[config.mk]
export PLATFORM = sky130hd
export DESIGN_NAME = cfg_load_ctrl
export DESIGN_NICKNAME = d
export VERILOG_FILES = /design/src/rtl/cfg_load_ctrl.sv
export SDC_FILE = /design/constraint.sdc
export NUM_CORES = 1
export LEC_CHECK = 0
export ABC_AREA = 1
export CORE_MARGIN = 4
export CORE_UTILIZATION = 50
export CTS_CLUSTER_DIAMETER = 60
export DETAILED_ROUTE_END_ITERATION = 8
export PLACE_DENSITY = 0.73
export SYNTH_ARGS = -nofsm -noshare
export SYNTH_HDL_FRONTEND = slang
export SYNTH_SLANG_ARGS = --single-unit
export TNS_END_PERCENT = 1
[constraint.sdc]
create_clock -name clk -period 2.07 [get_ports clk]
set_clock_uncertainty 0.1 [all_clocks]
set_input_delay 0.414 -clock clk [delete_from_list [all_inputs] [get_ports clk]]
set_output_delay 0.414 -clock clk [all_outputs]
set_load 0.01 [all_outputs]
[src/rtl/cfg_load_ctrl.sv]
`timescale 1ns/1ps
module cfg_load_ctrl #(
  parameter int DW = 16,
  parameter int LUT_N = 1024,
  localparam int GRP_MAX = 10,
  localparam int IW = $clog2(LUT_N)
) (
  input  logic                  clk,
  input  logic                  rst_n,
  input  logic                  ld,
  input  logic                  din_vld,
  input  logic [DW-1:0]         din,
  output logic                  commit,
  output logic [DW-1:0]         commit_addr,
  output logic [GRP_MAX*DW-1:0] commit_data,
  output logic                  lut_we,
  output logic [1:0]            lut_sel,
  output logic [IW-1:0]         lut_idx,
  output logic [DW-1:0]         lut_data,
  output logic                  lut_done
);
  localparam int CW = $clog2(LUT_N + 1);

  typedef enum logic [1:0] {S_IDLE, S_ADDR, S_GRP, S_LUT} st_t;

  st_t st;
  logic ld_q;
  logic [CW-1:0] cnt, need;
  logic [DW-1:0] addr_q;
  logic [1:0] tsel;
  logic [GRP_MAX-1:0][DW-1:0] stage, grp_next;

  wire fall = ld_q & ~ld;
  wire addr_phase = fall || st == S_ADDR;
  wire [DW-1:0] hi = din >> 8;
  wire [DW-1:0] lo = din & DW'(8'hFF);

  logic [CW-1:0] dec_n;
  logic dec_lut;
  always_comb begin
    dec_n = '0;
    dec_lut = 1'b0;
    if (hi == 0 && lo <= 3) dec_n = CW'(10);
    else if (hi == 2 && lo <= 8'h0A) dec_n = CW'(1);
    else if (lo == 0 && hi >= 3 && hi <= 5) dec_lut = 1'b1;
    else if (hi >= 6 && hi <= 8'h0B && lo <= 3) dec_n = CW'(1);
    else if (lo == 0 && (hi == 8'h0C || hi == 8'h0D)) dec_n = CW'(2);
    else if (hi >= 8'h0E && hi <= 8'h13 && lo <= 3) dec_n = CW'(4);
  end

  always_comb begin
    for (int i = 0; i < GRP_MAX; i++)
      grp_next[i] = (cnt == CW'(i)) ? din : stage[i];
  end

  always_ff @(posedge clk or negedge rst_n) begin
    if (!rst_n) begin
      st <= S_IDLE;
      ld_q <= 1'b1;
      cnt <= '0;
      need <= '0;
      addr_q <= '0;
      tsel <= '0;
      stage <= '0;
      commit <= 1'b0;
      commit_addr <= '0;
      commit_data <= '0;
      lut_we <= 1'b0;
      lut_sel <= '0;
      lut_idx <= '0;
      lut_data <= '0;
      lut_done <= 1'b0;
    end else begin
      ld_q <= ld;
      commit <= 1'b0;
      lut_we <= 1'b0;
      lut_done <= 1'b0;
      if (din_vld && addr_phase) begin
        cnt <= '0;
        addr_q <= din;
        stage <= '0;
        need <= dec_n;
        tsel <= hi[1:0] + 2'd1;
        if (dec_lut) st <= S_LUT;
        else if (dec_n != 0) st <= S_GRP;
        else st <= S_IDLE;
      end else if (fall) begin
        st <= S_ADDR;
      end else if (din_vld && st == S_GRP) begin
        stage <= grp_next;
        cnt <= cnt + 1'b1;
        if (cnt + 1'b1 == need) begin
          commit <= 1'b1;
          commit_addr <= addr_q;
          commit_data <= grp_next;
          st <= S_IDLE;
        end
      end else if (din_vld && st == S_LUT) begin
        lut_we <= 1'b1;
        lut_sel <= tsel;
        lut_idx <= cnt[IW-1:0];
        lut_data <= din;
        cnt <= cnt + 1'b1;
        if (cnt == CW'(LUT_N - 1)) begin
          lut_done <= 1'b1;
          st <= S_IDLE;
        end
      end
    end
  end
endmodule

==> impl_metrics.csv, run 1 <==
group,metric,value,unit
critical_path,required,2440,ps
power_and_ir_drop,power_leakage,12.3,nW
critical_path,r2r_slack,-410,ps
routing,avgRoutedWirePerCell,18.6,microns
routing,drtPass1Iterations,5,
timing,tightest_slew,709,ps
clock_tree,clk_pin_slew,70,ps
placed_design,dp_hpwl,34700,microns
final_layout,nNetsFinal,2545,
hold_path,min_from,"ld",
placed_design,placed_area,21500,sq um
clock_tree,root_buffer,"clkbuf_16",
synthesis,ys_types,31,
die,fp.dieH,196,microns
power_and_ir_drop,p_per_area,706,nW/um^2
grt,grt_pass1_wl,88200,microns
clock_tree,htree_levels,2,
final_layout,drive_gt1_frac,0.125,
critical_path,cp_max_fo,6,
final_layout,num_antenna_cells,0,
timing,finalHoldViolations,0,
synthesis,synthAdderAreaFrac,0.00569,
critical_path,path_cells,"buf_4, ha_4, buf_4, nand2_2, nand3_1, nand2_1, nand3_2, nor2_2, nand2_1, nor2_2, nand3_4, inv_8, buf_12, buf_8, clkbuf_16, nand2_2, nand2_2",
timing,fin_ws,-407,ps
placed_design,routabilityCongestion,0.882,
hold_path,min_path_type,"in2reg",
clock_tree,cts.sinks,403,
hold_path,min_path_cells,1,
power_and_ir_drop,ir_worst_vdd,0.498,mV
critical_path,critPathArrivalTime,2850,ps
clock_tree,cts_buffers,43,
routing,vias,16400,
timing,final.setup.tns,-61570,ps
outcome,violations,"negative setup slack",
synthesis,syn_inst,2201,
critical_path,start_kind,"flip-flop",
final_layout,postLayoutCoreUtil,0.686,
synthesis,syn-num-nets,2229,
synthesis,syn_area_per_cell,7.99,sq um
placed_design,port_buffers,226,
grt,antenna_found_initial,0,
die,ios,227,
routing,drc,0,
routing,antenna_left,0,
grt,grt_use_total,0.286,
timing,hold_ws,288,ps
final_layout,fin_cells,3002,
timing,maxSlewViolCount,0,
critical_path,worstReg2RegStart,"cnt[0]$_DFFE_PN0P_",
routing,vias_per_cell,5.46,
synthesis,ys_warn_count,0,
synthesis,synth-simple-area-share,0.303,
grt,grt_max_degree,61,
die,rows,68,
routing,wl,55700,microns
die,initial_core_util,0.508,
synthesis,yosys.area_share.xor_xnor,0.000996,
critical_path,reg2reg_to,"commit_data[123]$_DFFE_PN0P_",
critical_path,crit_type,"reg2reg",
synthesis,synth_seq_cells,403,
run,cap_violations,0,
synthesis,synth_area_leaders,"dfrtp_1 57%, nand2_1 24%, o21ai_0 6.0%",
timing,min_period,2480,ps
synthesis,synth_compound_area_frac,0.0679,
grt,globalRouteOverflowTotal,0,
hold_path,holdPathEnd,"ld_q$_DFF_PN1_",
placed_design,dpl.cell_count,2895,
final_layout,area_growth_syn_to_layout,35.1,%
clock_tree,insertion_delay,540,ps
critical_path,slowest_stage,"dfrtp_2",
critical_path,crit_path_frequent_cell,"nand2_2",
final_layout,fillers,2655,
synthesis,synth_area_leader_cell,"dfrtp_1",
synthesis,synth_top_area_share,0.572,
outcome,status,"complete, but fails checks",
critical_path,end_kind,"flip-flop",
synthesis,synth.cell_area,17600,sq um
critical_path,ff2ff_path_depth,17,
routing,drt-initial-drc-count,1323,
clock_tree,clockBufferDepth,3,
die,die_w,196,microns
final_layout,design_area,23800,sq um
power_and_ir_drop,p_total,16.8,mW
critical_path,max_stage_delay,440,ps
die,core-area,34600,sq um
final_layout,seqCellArea,10100,sq um
timing,max_slew_margin,0.527,
timing,rsz0062_at_grt,"yes",
synthesis,ys_seq_area_frac,0.574,
timing,fmax,0.404,GHz
synthesis,synth_top_family_by_area,"simple AND/OR/NAND/NOR gates",
die,die_area,38200,sq um
timing,setup_violations,182,
placed_design,dp_worst_setup_slack,-815,ps
clock_tree,tritoncts,"built",
timing,period_share,1.20,
final_layout,multiInputGateArea,6790,sq um
synthesis,synth.mux.area_fraction,0,
grt,grt_pass1_vias,16000,
==> worst max-delay path by stage <==
| stage | cells after the start | slack (ps) | start | endpoint |
|---|---|---|---|---|
| 2_1_floorplan | 18 | -110 | cnt[0]$_DFFE_PN0P_ | commit_data[132]$_DFFE_PN0P_ |
| 3_3_place_gp | 14 | -760 | din_vld | commit_data[142]$_DFFE_PN0P_ |
| 3_5_place_dp | 13 | -820 | din_vld | commit_data[98]$_DFFE_PN0P_ |
| 4_1_cts | 18 | -330 | cnt[0]$_DFFE_PN0P_ | commit_data[98]$_DFFE_PN0P_ |
| 5_1_grt | 17 | -540 | cnt[0]$_DFFE_PN0P_ | commit_data[123]$_DFFE_PN0P_ |
| 6_report | 17 | -410 | cnt[0]$_DFFE_PN0P_ | commit_data[123]$_DFFE_PN0P_ |
==> where the power goes <==
| group | switching, mW | internal (mW) | leakage, nW |
|---|---|---|---|
| clock network | 3.26 | 4.53 | 0.692 |
| logic | 0.641 | 0.296 | 6.05 |
| registers | 0.0570 | 7.99 | 5.59 |
==> cell type report <==
class                   instances  area share
clock buffers                  52      0.0488
repair inverters                1    0.000685
repair buffers                420       0.196
multi-input cells            1592       0.286
well taps                     455      0.0240
inverters                      56     0.00969
clock inverters                23      0.0108
flip-flops and latches        403       0.425
==> cells in the final DEF (no fill, tap or decap), drive strengths merged, types with 3 or more instances in the layout <==
| cell | synthesis | layout |
|---|---|---|
| dfrtp | 402 | 402 |
| nor2 | 43 | 43 |
| buf | 47 | 191 |
| nand3 | 176 | 176 |
| bufinv | 0 | 4 |
| clkdlybuf4s50 | 0 | 218 |
| nand2 | 1115 | 1115 |
| nor3 | 3 | 3 |
| clkinv | 1 | 11 |
| o21ai | 212 | 212 |
| o22ai | 10 | 10 |
| clkinvlp | 0 | 4 |
| clkbuf | 103 | 55 |
| nand4 | 8 | 8 |
| dlymetal6s2s | 0 | 7 |
| inv | 55 | 61 |
| ha | 8 | 8 |
| a21oi | 8 | 8 |
==> kinds of logic after synthesis <==
| kind of cell | count (synthesis) |
|---|---|
| AO/OA/AOI/OAI | 234 |
| flip-flops | 403 |
| AND/OR/NAND/NOR | 1348 |
| buffers and inverters | 206 |
| adder cells (fa/ha/maj) | 8 |
| XOR/XNOR | 2 |
==> synth_stat cells <==
cell type	count
nand2_1	1115
dfrtp_1	402
o21ai_0	211
nand3_1	175
clkbuf_1	103
inv_1	48
nor2_1	41
buf_4	18
buf_1	14
buf_2	14
o22ai_1	10
a21oi_1	8
ha_1	8
nand4_1	8
inv_2	7
nor3_1	3
nor2_2	2
a22o_1	1
a22oi_1	1
and2_1	1
buf_6	1
clkinv_1	1
dfstp_2	1
nand3_2	1
nor4_1	1
o211ai_1	1
o21ai_1	1
o21bai_1	1
or2_1	1
xnor2_1	1
xor2_1	1
==> flip-flops by register name, indices dropped and copies added, names as in the netlist, 2 cells and up <==
name         count
lut_idx         10
lut_sel          2
commit_data    160
cnt             11
commit_addr     16
stage          160
need             4
addr_q          16
lut_data        16
tsel             2
st               2
==> worst max-delay path: cells and delay by family (launching register included) <==
family | cells | cell delay (ps)
DFF | 1 | 440
adders and majority gates | 1 | 170
buffers and inverters | 6 | 810
and+or+nand+nor | 10 | 870
==> per-layer routing <==
layer,GRT usage,part of all wire,vias up
met4,0.0975,0.037,0
li1,-,-,7616
met2,0.447,0.46,682
met5,0,0,-
met1,0.408,0.43,7953
met3,0.0521,0.077,139
==> what timing repair did <==
item,4_1_cts,5_1_grt
gates resized for setup,46,159
setup buffers,18,3
hold endpoints to repair,39,0
hold buffers,1,0
endpoints found under the setup margin,179,339
gates cloned,9,3
pin swaps,9,17
(Power assumes the default switching activity.)
==> run 2: changes to the inputs <==
--- a/config.mk
+++ b/config.mk
@@ -10,7 +10,8 @@
 export CORE_UTILIZATION = 50
 export CTS_CLUSTER_DIAMETER = 60
 export DETAILED_ROUTE_END_ITERATION = 8
-export PLACE_DENSITY = 0.73
+export PLACE_DENSITY_LB_ADDON = 0.2
+export RECOVER_POWER = 25
 export SYNTH_ARGS = -nofsm -noshare
 export SYNTH_HDL_FRONTEND = slang
 export SYNTH_SLANG_ARGS = --single-unit
==> impl_metrics.csv, run 2 (synthesized netlist as in run 1, its figures left out) <==
group,metric,value,unit
outcome,status,"complete, but fails checks",
outcome,violations,"negative setup slack",
power_and_ir_drop,p_per_area,730,nW/um^2
final_layout,num_antenna_cells,0,
clock_tree,cts_buffers,43,
timing,min_period,2320,ps
critical_path,crit_cells,16,
power_and_ir_drop,p_total,17.1,mW
timing,setup_violations,213,
grt,grt_pass1_wl,85500,microns
routing,antenna_left,0,
power_and_ir_drop,power_leakage,12.1,nW
critical_path,cp_max_fo,53,
placed_design,port_buffers,226,
final_layout,drive_gt1_frac,0.115,
timing,period_share,1.12,
die,ios,227,
critical_path,critPathArrivalTime,2650,ps
die,core-area,34600,sq um
critical_path,start_kind,"flip-flop",
critical_path,max_stage_delay,470,ps
routing,met1_length,23100,microns
clock_tree,cts.sinks,403,
placed_design,dpl.cell_count,2891,
timing,fin_ws,-254,ps
timing,tightest_slew,1430,ps
clock_tree,clk_pin_slew,60,ps
die,die_area,38200,sq um
final_layout,final_common_cell,"nand2_1",
critical_path,end_kind,"flip-flop",
grt,antenna_found_initial,1,
critical_path,required,2400,ps
die,initial_core_util,0.508,
grt,grt_pass1_vias,15700,
timing,max_slew_margin,0.0497,
hold_path,min_path_cells,1,
power_and_ir_drop,ir_worst_vdd,0.506,mV
routing,drt-initial-drc-count,1315,
critical_path,crit_type,"reg2reg",
critical_path,critPathTopFamily,"simple AND/OR/NAND/NOR gates",
routing,met2_length,24000,microns
clock_tree,clockBufferDepth,3,
routing,vias_per_cell,5.38,
die,die_w,196,microns
clock_tree,tritoncts,"built",
final_layout,layout_common_cells,"1102 x nand2_1, 400 x dfrtp_1, 219 x clkdlybuf4s50_1",
critical_path,ff2ff_path_depth,16,
timing,maxSlewViolCount,0,
run,cap_violations,0,
critical_path,cp_num_buf_inv,4,
die,fp.dieH,196,microns
grt,grt_use_total,0.276,
routing,wl,52900,microns
grt,grt_max_degree,63,
timing,rsz0062_at_grt,"yes",
placed_design,dp_hpwl,34800,microns
clock_tree,htree_levels,2,
final_layout,area_growth_syn_to_layout,32.9,%
routing,drtPass1Iterations,5,
routing,highest_layer,"met4",
hold_path,min_path_type,"in2reg",
critical_path,slowest_stage,"dfrtp_2",
timing,fmax,0.430,GHz
die,rows,68,
placed_design,routabilityCongestion,0.939,
grt,globalRouteOverflowTotal,0,
clock_tree,root_buffer,"clkbuf_16",
timing,finalHoldViolations,0,
clock_tree,insertion_delay,540,ps
final_layout,fin_cells,2981,
final_layout,reg.largest.list,"commit_data: 160 flops, stage: 160 flops",
routing,drc,0,
final_layout,nNetsFinal,2521,
critical_path,path_cells,"inv_6, ha_4, inv_2, nand2_1, nand2_1, nand2_1, nor2_1, nand3_1, nor2_1, nand2_1, nor2_2, nand3_4, buf_12, buf_12, nand2_1, nand2_1",
critical_path,crit_path_frequent_cell,"nand2_1",
routing,avgRoutedWirePerCell,17.8,microns
routing,dr_wl_met3,3880,microns
routing,vias,16000,
## run 2: cell types whose count changed in the layout (fill, tap and decap cells not counted), moves of 5 or more
cell / previous run / this run
buf_4: 123 / 117
clkbuf_1: 4 / 11
buf_16: 9 / 4
o21ai_1: 108 / 131
nand2_1: 1096 / 1102
clkbuf_8: 5 / 11
buf_12: 49 / 43
buf_8: 7 / 1
o21ai_0: 97 / 70
## run 2: path summary, 6_finish.rpt
kind                                  startpoint                      endpoint  slack, ps
max                           cnt[0]$_DFFE_PN0P_   commit_data[49]$_DFFE_PN0P_       -250
min                                           ld                ld_q$_DFF_PN1_        350
max reg2reg                   cnt[0]$_DFFE_PN0P_   commit_data[49]$_DFFE_PN0P_       -250
min reg2reg                addr_q[6]$_DFFE_PN0P_    commit_addr[6]$_DFFE_PN0P_        370
max in group asynchronous                  rst_n        addr_q[11]$_DFFE_PN0P_        -10
min in group asynchronous                  rst_n  commit_data[148]$_DFFE_PN0P_        650
## run 2: worst register-to-register path, cell delays in order (launching register included)
cell and delay (ps):
dfrtp_2 470, inv_6 90, ha_4 200, inv_2 50
nand2_1 40, nand2_1 60, nand2_1 50, nor2_1 90
nand3_1 100, nor2_1 90, nand2_1 60, nor2_2 120
nand3_4 140, buf_12 190, buf_12 190, nand2_1 130
nand2_1 60
## run 2: layer usage
layer / track usage / vias to the layer above
li1: - / 7556
met1: 0.399 / 7716
met2: 0.426 / 637
met3: 0.0473 / 129
met4: 0.0975 / 0
met5: 0 / -
## run 2: final cells by class
| type | count | area [sq um] |
|---|---|---|
| fillers | 2762 | 11300 |
| flip-flops and latches | 403 | 10100 |
| multi-input cells | 1592 | 6770 |
| repair buffers | 396 | 4190 |
| clock buffers | 66 | 1310 |
| well taps | 455 | 569 |
| inverters | 56 | 230 |
| clock inverters | 12 | 195 |
| repair inverters | 1 | 16.3 |
## run 2: per-stage QoR
step	TNS (ps)	util	setup slack [ps]	hold WS, ps	instance area, sq um
5_1_grt	-88120	0.675	-430	332	23400
6_report	-37790	0.675	-254	346	23400
4_1_cts	-39480	0.672	-261	186	23300
3_3_place_gp	-137320	0.620	-606	260	21500
2_1_floorplan	-19150	-	-113	18.4	17700
3_5_place_dp	-147780	0.620	-678	261	21500
## run 2: power by group
part	total [mW]	switching, mW	internal [mW]
clock	8.11	3.14	4.97
combinational	0.910	0.629	0.280
sequential	8.05	0.0601	7.99
total	17.1	3.83	13.2
## run 2: what timing repair did
action | 4_1_cts | 5_1_grt
gates cloned | 4 | 0
pin swaps | 4 | 5
buffers inserted | 7 | 0
gates resized for setup | 41 | 165
setup endpoints to repair | 195 | 344
hold buffers | 1 | 0
hold endpoints to repair | 36 | 0
==> run 3: changes to the inputs <==
--- a/config.mk
+++ b/config.mk
@@ -7,9 +7,10 @@
 export LEC_CHECK = 0
 export ABC_AREA = 1
 export CORE_MARGIN = 4
-export CORE_UTILIZATION = 50
+export CORE_UTILIZATION = 57
 export CTS_CLUSTER_DIAMETER = 60
 export DETAILED_ROUTE_END_ITERATION = 8
+export DONT_BUFFER_PORTS = 1
 export PLACE_DENSITY_LB_ADDON = 0.2
 export RECOVER_POWER = 25
 export SYNTH_ARGS = -nofsm -noshare
==> impl_metrics.csv, run 3 (synthesized netlist as in run 1, its figures left out) <==
group,metric,value,unit
final_layout,area_growth_syn_to_layout,17.0,%
critical_path,critPathTopFamily,"simple AND/OR/NAND/NOR gates",
grt,globalRouteOverflowTotal,0,
final_layout,layout_common_cells,"1107 x nand2_1, 401 x dfrtp_1, 175 x nand3_1",
clock_tree,insertion_delay,540,ps
die,rows,64,
critical_path,slowest_stage,"dfrtp_2",
critical_path,crit_path_frequent_cell,"nand2_1",
placed_design,routabilityCongestion,0.906,
critical_path,end_kind,"flip-flop",
critical_path,critPathArrivalTime,2680,ps
critical_path,cp_num_buf_inv,5,
final_layout,nNetsFinal,2243,
routing,avgRoutedWirePerCell,19.2,microns
timing,max_slew_margin,-0.179,
clock_tree,clk_pin_slew,60,ps
power_and_ir_drop,ir_worst_vdd,0.560,mV
critical_path,crit_type,"reg2reg",
final_layout,final_common_cell,"nand2_1",
grt,grt_max_degree,404,
clock_tree,root_buffer,"clkbuf_16",
timing,finalHoldViolations,403,
routing,drt-initial-drc-count,1510,
critical_path,required,2440,ps
timing,tightest_slew,1770,ps
final_layout,num_antenna_cells,0,
critical_path,path_cells,"inv_6, ha_4, inv_1, nand2_1, nand2_1, nand2_1, nor2_1, nand3_1, nor2_1, nand2_1, nor2_2, nand3_4, buf_12, clkinv_16, clkbuf_16, nand2_1, nand2_1",
critical_path,start_kind,"flip-flop",
die,ios,227,
final_layout,reg.largest.list,"commit_data: 160 flops, stage: 160 flops",
placed_design,port_buffers,0,
clock_tree,holdBufCountCts,3,
clock_tree,htree_levels,2,
timing,rsz0062_at_grt,"yes",
critical_path,ff2ff_path_depth,17,
placed_design,dp_hpwl,30400,microns
grt,grt_use_total,0.292,
critical_path,r2r_slack,-240,ps
critical_path,cp_max_fo,14,
routing,vias_per_cell,5.69,
clock_tree,cts_buffers,42,
routing,vias,15000,
timing,fmax,0.432,GHz
die,fp.dieH,184,microns
timing,fin_ws,-244,ps
power_and_ir_drop,power_leakage,11.0,nW
critical_path,reg2reg_to,"commit_data[60]$_DFFE_PN0P_",
die,die_w,184,microns
timing,hold_ws,-517,ps
outcome,status,"complete, but fails checks",
clock_tree,clockBufferDepth,3,
critical_path,max_stage_delay,460,ps
routing,wl,50800,microns
final_layout,fin_cells,2643,
grt,grt_pass1_wl,78600,microns
power_and_ir_drop,p_per_area,800,nW/um^2
timing,period_share,1.12,
final_layout,drive_gt1_frac,0.112,
die,core-area,30500,sq um
clock_tree,tritoncts,"built",
timing,maxSlewViolCount,134,
clock_tree,cts.sinks,403,
power_and_ir_drop,p_total,16.5,mW
critical_path,worstReg2RegStart,"cnt[0]$_DFFE_PN0P_",
hold_path,min_path_type,"in2async",
placed_design,dpl.cell_count,2551,
grt,grt_pass1_vias,14300,
outcome,violations,"negative hold slack, max-slew violations, negative setup slack",
routing,antenna_left,0,
routing,drc,0,
die,initial_core_util,0.576,
die,die_area,33700,sq um
timing,min_period,2310,ps
timing,setup_violations,185,
grt,antenna_found_initial,0,
routing,drtPass1Iterations,5,
run,cap_violations,0,
[run 3: changes by cell type in the layout (fill, tap and decap cells not counted), moves of 6 or more]
cell             delta
o21ai_2            +23
clkbuf_1            -6
o21ai_1            -25
buf_12             -18
buf_4              -46
clkinv_2            +6
buf_6               +6
clkdlybuf4s50_1   -219
[run 3: cell type report]
cell class	instances	area [sq um]
Multi-Input combinational cell	1592	6840
Fill cell	2456	9940
Clock inverter	18	188
Sequential cell	403	10100
Tap cell	396	495
Timing Repair inverter	1	6.26
Inverter	56	249
Timing Repair Buffer	119	1450
Clock buffer	58	1250
[run 3: worst max path at each step]
stage | start | cells after the start | endpoint | slack, ps
after global routing | cnt[0]$_DFFE_PN0P_ | 16 | commit_data[103]$_DFFE_PN0P_ | -430
after floorplan | cnt[0]$_DFFE_PN0P_ | 18 | commit_data[132]$_DFFE_PN0P_ | -110
after CTS | cnt[0]$_DFFE_PN0P_ | 17 | commit_data[141]$_DFFE_PN0P_ | -250
after detailed placement | cnt[0]$_DFFE_PN0P_ | 14 | commit_data[3]$_DFFE_PN0P_ | -390
after global placement | cnt[0]$_DFFE_PN0P_ | 14 | commit_data[57]$_DFFE_PN0P_ | -370
final | cnt[0]$_DFFE_PN0P_ | 17 | commit_data[60]$_DFFE_PN0P_ | -240
[run 3: routing by layer]
metal,GRT usage,vias up,share of wire,wire length [microns]
li1,-,6977,-,-
met1,0.407,7301,0.41,20900
met2,0.450,642,0.46,23300
met3,0.0710,111,0.091,4650
met4,0.108,0,0.040,2030
met5,0,-,0,0
[run 3: worst reg2reg max path: cells and delay by family, from the launching register on]
kind | cells | cell delay (ps)
adder cells (fa/ha/maj) | 1 | 190
AND/OR/NAND/NOR | 11 | 840
flip-flops | 1 | 460
buffers and inverters | 5 | 640
[run 3: power by group]
group          total, mW  switching [mW]  internal (mW)
sequential          8.05          0.0608           7.99
combinational      0.633           0.452          0.182
clock               7.77            3.14           4.63
total               16.5            3.66           12.8
[run 3: timing repair]
action | CTS | global route
hold endpoints to repair | 407 | 403
pin swaps | 4 | 0
setup endpoints to repair | 218 | 344
gates cloned | 2 | 6
buffers inserted | 5 | 0
gates resized for setup | 44 | 175
[run 3: metrics by stage]
step / util / worst slack (ps) / hold WS, ps / TNS [ps] / instance area, sq um
2_1_floorplan: - / -113 / 18.4 / -19150 / 17700
3_3_place_gp: 0.608 / -372 / 33.9 / -61220 / 18600
6_report: 0.674 / -244 / -517 / -35450 / 20600
4_1_cts: 0.662 / -247 / -533 / -36660 / 20200
3_5_place_dp: 0.608 / -390 / 31.2 / -61600 / 18600
5_1_grt: 0.674 / -433 / -538 / -73300 / 20600
